[config.mk]
export PLATFORM = sky130hd
export DESIGN_NAME = agc_loop_filter
export DESIGN_NICKNAME = d
export VERILOG_FILES = /design/src/rtl/agc_pkg.sv /design/src/rtl/agc_err_gen.sv /design/src/rtl/agc_gain_scale.sv /design/src/rtl/agc_accum.sv /design/src/rtl/agc_loop_filter.sv
export SDC_FILE = /design/constraint.sdc
export NUM_CORES = 1
export LEC_CHECK = 0
export BUFFER_PORTS_ARGS = -buffer_cell sky130_fd_sc_hd__buf_2
export CAP_MARGIN = 40
export CORE_MARGIN = 2
export CORE_UTILIZATION = 35
export DETAILED_ROUTE_END_ITERATION = 7
export GPL_TIMING_DRIVEN = 0
export MAX_ROUTING_LAYER = met4
export PLACE_DENSITY_LB_ADDON = 0.3
export REMOVE_ABC_BUFFERS = 1
export SYNTH_ARGS = -nofsm -noshare
export SYNTH_HDL_FRONTEND = slang
export SYNTH_SLANG_ARGS = --single-unit
export TNS_END_PERCENT = 20
[constraint.sdc]
create_clock -name clk -period 27.4 [get_ports clk]
set_clock_uncertainty 0.2 [all_clocks]
set_input_delay 1.37 -clock clk [delete_from_list [all_inputs] [get_ports clk]]
set_output_delay 1.37 -clock clk [all_outputs]
set_load 0.02 [all_outputs]
[src/rtl/agc_pkg.sv]
package agc_pkg;

    localparam int MAN_W     = 4;
    localparam int EXP_W     = 4;
    localparam int LG_W      = MAN_W + EXP_W;
    localparam int NUM_GAINS = 2;
    localparam int SEL_W     = $clog2(NUM_GAINS);
    localparam int MED_W     = 13;

    // fixed median-mode errors: +1024 and -1024 in 13-bit two's complement
    localparam logic [MED_W-1:0] MED_STEP_UP = 13'b0010000000000;
    localparam logic [MED_W-1:0] MED_STEP_DN = 13'b1110000000000;

    typedef struct packed {
        logic [EXP_W-1:0] expo;
        logic [MAN_W-1:0] mant;
    } loop_gain_t;

    typedef enum logic {
        SETTLE_MEAN   = 1'b0,
        SETTLE_MEDIAN = 1'b1
    } settle_mode_t;

    typedef enum logic [1:0] {
        ACC_HOLD  = 2'd0,
        ACC_LOAD  = 2'd1,
        ACC_CLEAR = 2'd2
    } acc_op_t;

    // right-shift amount for an exponent code: (2^EXP_W - 1) - E
    function automatic logic [EXP_W-1:0] shift_of(input logic [EXP_W-1:0] e);
        return ~e;
    endfunction

endpackage

[src/rtl/agc_err_gen.sv]
module agc_err_gen
    import agc_pkg::*;
#(
    parameter int MAG_W = 12,
    localparam int ERR_W = MAG_W + 1
) (
    input  settle_mode_t            mode,
    input  logic [MAG_W-1:0]        thr,
    input  logic [MAG_W-1:0]        mag,
    output logic signed [ERR_W-1:0] err
);

    logic signed [ERR_W-1:0] diff;
    logic signed [ERR_W-1:0] step_up;
    logic signed [ERR_W-1:0] step_dn;
    logic                    at_or_below;

    assign diff        = $signed({1'b0, thr}) - $signed({1'b0, mag});
    assign at_or_below = (mag <= thr);

    // fixed steps are sign-extended into the error width (MAG_W >= 12 expected)
    assign step_up = ERR_W'($signed(MED_STEP_UP));
    assign step_dn = ERR_W'($signed(MED_STEP_DN));

    always_comb begin
        unique case (mode)
            SETTLE_MEDIAN: err = at_or_below ? step_up : step_dn;
            default:       err = diff;
        endcase
    end

endmodule

[src/rtl/agc_gain_scale.sv]
module agc_gain_scale
    import agc_pkg::*;
#(
    parameter int ERR_W = 13,
    parameter int ACC_W = 20,
    localparam int PROD_W = ERR_W + MAN_W + 1,
    localparam int OUT_W  = ACC_W + 2
) (
    input  logic [NUM_GAINS*LG_W-1:0] loop_gains,
    input  logic [SEL_W-1:0]          gain_sel,
    input  logic signed [ERR_W-1:0]   err,
    output logic signed [OUT_W-1:0]   delta
);

    loop_gain_t slot [NUM_GAINS];

    for (genvar g = 0; g < NUM_GAINS; g++) begin : g_slot
        assign slot[g] = loop_gain_t'(loop_gains[g*LG_W +: LG_W]);
    end

    loop_gain_t              sel;
    logic [EXP_W-1:0]        sh;
    logic signed [PROD_W-1:0] err_x;
    logic signed [PROD_W-1:0] man_x;
    logic signed [PROD_W-1:0] prod;

    assign sel   = slot[gain_sel];
    assign sh    = shift_of(sel.expo);
    assign err_x = PROD_W'(err);
    assign man_x = PROD_W'({1'b0, sel.mant});
    assign prod  = err_x * man_x;

    // logarithmic arithmetic shifter, one stage per exponent bit
    logic signed [PROD_W-1:0] stage [EXP_W+1];
    assign stage[0] = prod;

    for (genvar k = 0; k < EXP_W; k++) begin : g_shift
        assign stage[k+1] = sh[k] ? (stage[k] >>> (1 << k)) : stage[k];
    end

    assign delta = OUT_W'(stage[EXP_W]);

endmodule

[src/rtl/agc_accum.sv]
module agc_accum
    import agc_pkg::*;
#(
    parameter int ACC_W = 20,
    localparam int SUM_W = ACC_W + 2
) (
    input  logic                    clk,
    input  logic                    rst,
    input  acc_op_t                 op,
    input  logic signed [SUM_W-1:0] delta,
    input  logic [ACC_W-1:0]        lim_hi,
    input  logic [ACC_W-1:0]        lim_lo,
    output logic [ACC_W-1:0]        acc
);

    logic [ACC_W-1:0]        acc_q;
    logic [ACC_W-1:0]        acc_nxt;
    logic signed [SUM_W-1:0] sum;
    logic signed [SUM_W-1:0] hi_x;
    logic signed [SUM_W-1:0] lo_x;

    assign sum  = $signed({2'b00, acc_q}) + delta;
    assign hi_x = $signed({2'b00, lim_hi});
    assign lo_x = $signed({2'b00, lim_lo});

    always_comb begin
        if (sum > hi_x) begin
            acc_nxt = lim_hi;
        end else if (sum < lo_x) begin
            acc_nxt = lim_lo;
        end else begin
            acc_nxt = sum[ACC_W-1:0];
        end
    end

    always_ff @(posedge clk) begin
        if (rst) begin
            acc_q <= '0;
        end else begin
            unique case (op)
                ACC_CLEAR: acc_q <= '0;
                ACC_LOAD:  acc_q <= acc_nxt;
                default:   acc_q <= acc_q;
            endcase
        end
    end

    assign acc = acc_q;

endmodule

[src/rtl/agc_loop_filter.sv]
module agc_loop_filter
    import agc_pkg::*;
#(
    parameter int MAG_W = 12,
    parameter int ACC_W = 20,
    localparam int ERR_W = MAG_W + 1,
    localparam int LGS_W = NUM_GAINS * LG_W
) (
    input  logic             clk,
    input  logic             rst,
    input  logic             sync_clr,
    input  logic             soft_clr,
    input  logic             soft_clr_keep,
    input  logic             median_mode,
    input  logic             gain_sel,
    input  logic [LGS_W-1:0] loop_gains,
    input  logic [MAG_W-1:0] threshold,
    input  logic [ACC_W-1:0] gain_hi,
    input  logic [ACC_W-1:0] gain_lo,
    input  logic             mag_valid,
    input  logic [MAG_W-1:0] mag,
    output logic [ACC_W-1:0] gain_out
);

    settle_mode_t            mode;
    logic signed [ERR_W-1:0] err;
    logic signed [ACC_W+1:0] delta;
    logic                    clr;
    acc_op_t                 op;

    assign mode = settle_mode_t'(median_mode);
    assign clr  = sync_clr | (soft_clr & ~soft_clr_keep);

    always_comb begin
        if (clr) begin
            op = ACC_CLEAR;
        end else if (mag_valid) begin
            op = ACC_LOAD;
        end else begin
            op = ACC_HOLD;
        end
    end

    agc_err_gen #(.MAG_W(MAG_W)) u_err (
        .mode (mode),
        .thr  (threshold),
        .mag  (mag),
        .err  (err)
    );

    agc_gain_scale #(.ERR_W(ERR_W), .ACC_W(ACC_W)) u_scale (
        .loop_gains (loop_gains),
        .gain_sel   (gain_sel),
        .err        (err),
        .delta      (delta)
    );

    agc_accum #(.ACC_W(ACC_W)) u_acc (
        .clk    (clk),
        .rst    (rst),
        .op     (op),
        .delta  (delta),
        .lim_hi (gain_hi),
        .lim_lo (gain_lo),
        .acc    (gain_out)
    );

endmodule

==> impl_metrics.tcl <==
set metrics [dict create \
    layout.area.seq_um2 400.4 \
    yosys-top-cells-area "ha_1 (21%), fa_1 (8.9%), inv_1 (7.0%)" \
    critPathMostFrequentCell "ha_1" \
    yosys_warnings 0 \
    final_util 0.4056 \
    finalSetupViolations 0 \
    syn_inst 859 \
    start_kind "primary input" \
    tightest_slew_ns 0.7902 \
    fin_crit_sh 0.4507 \
    die_h_um 140.1 \
    multi_input_area_mm2 0.005512 \
    start_util 0.3587 \
    cp.required_ns 27.40 \
    leakage_nw 3.899 \
    avgSynthCellArea_um2 7.552 \
    cts_resized 0 \
    port_buffers 107 \
    critPathArrivalTime_ns 12.35 \
    drc 12 \
    ys_ff_latch 20 \
    max_slew_margin 0.4732 \
    postCtsHoldBufs 0 \
    clkLatencyLatePin_ns 0.26 \
    violations "design-rule violations" \
    synth_edf_count 0 \
    power.density_mw_per_mm2 97.57 \
    design.die.area_mm2 0.01964 \
    synthArstFlopShare 0 \
    synthesis.area_mm2 0.006487 \
    cts_setup_buffers 0 \
    netlist_top_cells_count "inv_1 (121), ha_1 (108), nor2_1 (70), a21oi_1 (60), nand2_1 (56)" \
    cts.clk_slew.worst_paths_ns 0.06 \
    dp_hpwl_mm 14.20 \
    first_global_vias 5925 \
    cap_violations 0 \
    drive_above_1_share 0.1472 \
    largest_reg_flops 20 \
    n_fill_cell 1932 \
    cts_tree "done" \
    cp_max_fo 15 \
    synth_top_cell_by_area "ha_1" \
    whs_ns 0.3514 \
    diodes 0 \
    coreArea_mm2 0.01809 \
    cts_made_buffers 3 \
    criticalPathCategory "in -> reg" \
    clock-sinks 20 \
    wl_per_cell_um 13.78 \
    nNetsFinal 1178 \
    antenna_found_initial 0 \
    viasPerCell 5.208 \
    io_pins 108 \
    slew_viol_final 0 \
    hold_viol_final 0 \
    area_growth_syn_to_layout_pct 13.08 \
    cp_slowest_cell "a21boi_2" \
    grt_usage 0.1680 \
    drt-initial-drc-count 225 \
    cts_buffer_depth 2 \
    hold_path_class "reg -> reg" \
    cts_max_level 1 \
    synth_ff_type "dfxtp_1" \
    gp_congestion 0.8316 \
    dr.pass1.iters 8 \
    die_width_um 140.1 \
    ir_drop_mv 0.03328 \
    fp-row-count 49 \
    rsz0062_at_grt "no" \
    vias 6146 \
    ys_types 68 \
    cts-root-buf "clkbuf_16" \
    status "finished with violations" \
    slowest_delay_ns 0.68 \
    synth.top_cell.area_share 0.2083 \
    ant_nets 0 \
    grt_pass1_wl_mm 27.06 \
    grt_start_max_net_pins 21 \
    endpoint_kind "flop" \
    routed_wirelength_mm 16.26 \
    fin_setup_tns_ns 0 \
    overflow 0 \
    synth.most_common_cell "inv_1" \
    yosysSeqAreaShare 0.06172 \
    timing.final.crit_period_ns 12.35 \
    clock.fmax_mhz 80.98 \
]
final timing paths:
path,startpoint,to,slack (ns),cells after the start
max reg2reg,u_acc.acc[0],u_acc.acc[6],21.99,22
min,u_acc.acc[2],u_acc.acc[2],0.35,2
min reg2reg,u_acc.acc[2],u_acc.acc[2],0.35,2
max,mag[1],u_acc.acc[6],15.05,47
cell usage in the layout (no fill, tap or decap), drive strengths merged, types with 6 or more instances in the layout:
cell type	n
o21ai	44
mux2	6
xor2	16
dfxtp	20
a21o	25
ha	108
nor2	70
nand2b	12
nor3	26
fa	29
a22o	15
nor2b	15
inv	122
mux2i	32
nand2	56
a31oi	6
o21a	16
a221o	15
nand3	14
o211ai	17
buf	115
xnor2	21
a21oi	61
and3	7
a211oi	15
nand4	8
layer usage:
| layer | routed length [um] | GRT usage | up-vias | share of wire |
|---|---|---|---|---|
| met5 | 0 | - | - | 0 |
| met1 | 7663 | 0.2065 | 2749 | 0.47 |
| met3 | 649 | 0.01197 | 9 | 0.040 |
| met4 | 165 | 0.03190 | 0 | 0.010 |
| li1 | - | - | 3244 | - |
| met2 | 7778 | 0.3044 | 144 | 0.48 |
worst max-delay path, delay by kind of cell:
kind / cells / cell delay, ns
buffers and inverters: 5 / 0.29
xor gates and xnor gates: 1 / 0.30
muxes: 5 / 1.38
and+or+nand+nor: 7 / 1.38
AOI/OAI and AO/OA: 22 / 4.98
adders and majority gates: 7 / 2.63
area by class of cell:
type	count	area share
sequential	20	0.05458
clock buffer	3	0.01023
tap	229	0.03906
inverter	122	0.06311
multi-input combinational	691	0.7513
timing repair buffer	115	0.08170
where the power goes:
group	leakage (nW)	switching [mW]	total [mW]	internal, mW
clock	0.0370	0.0125	0.0318	0.0193
combinational	3.70	0.380	0.647	0.267
sequential	0.162	0.00390	0.0372	0.0333
total	3.90	0.396	0.716	0.320
cell families after synthesis:
kind of cell / share of synthesized area
AO/OA/AOI/OAI: 0.2600
AND/OR/NAND/NOR: 0.1684
buffers and inverters: 0.08910
adder cells (fa/ha/maj): 0.2978
multiplexers: 0.06384
XOR/XNOR: 0.05921
flip-flops: 0.06172
through the flow:
stage / instance area, um^2 / total power, mW / worst slack, ns / cells
after global placement: 7194 / 0.6739 / 14.78 / 1169
after floorplan: 6372 / 0.5367 / 16.17 / 833
final: 7336 / 0.7158 / 15.05 / 1180
after detailed placement: 7261 / 0.6822 / 14.73 / 1177
after CTS: 7336 / 0.7178 / 14.99 / 1180
after global routing: 7336 / 0.8008 / 14.13 / 1180
No activity file was read; power rests on OpenSTA's default activity.
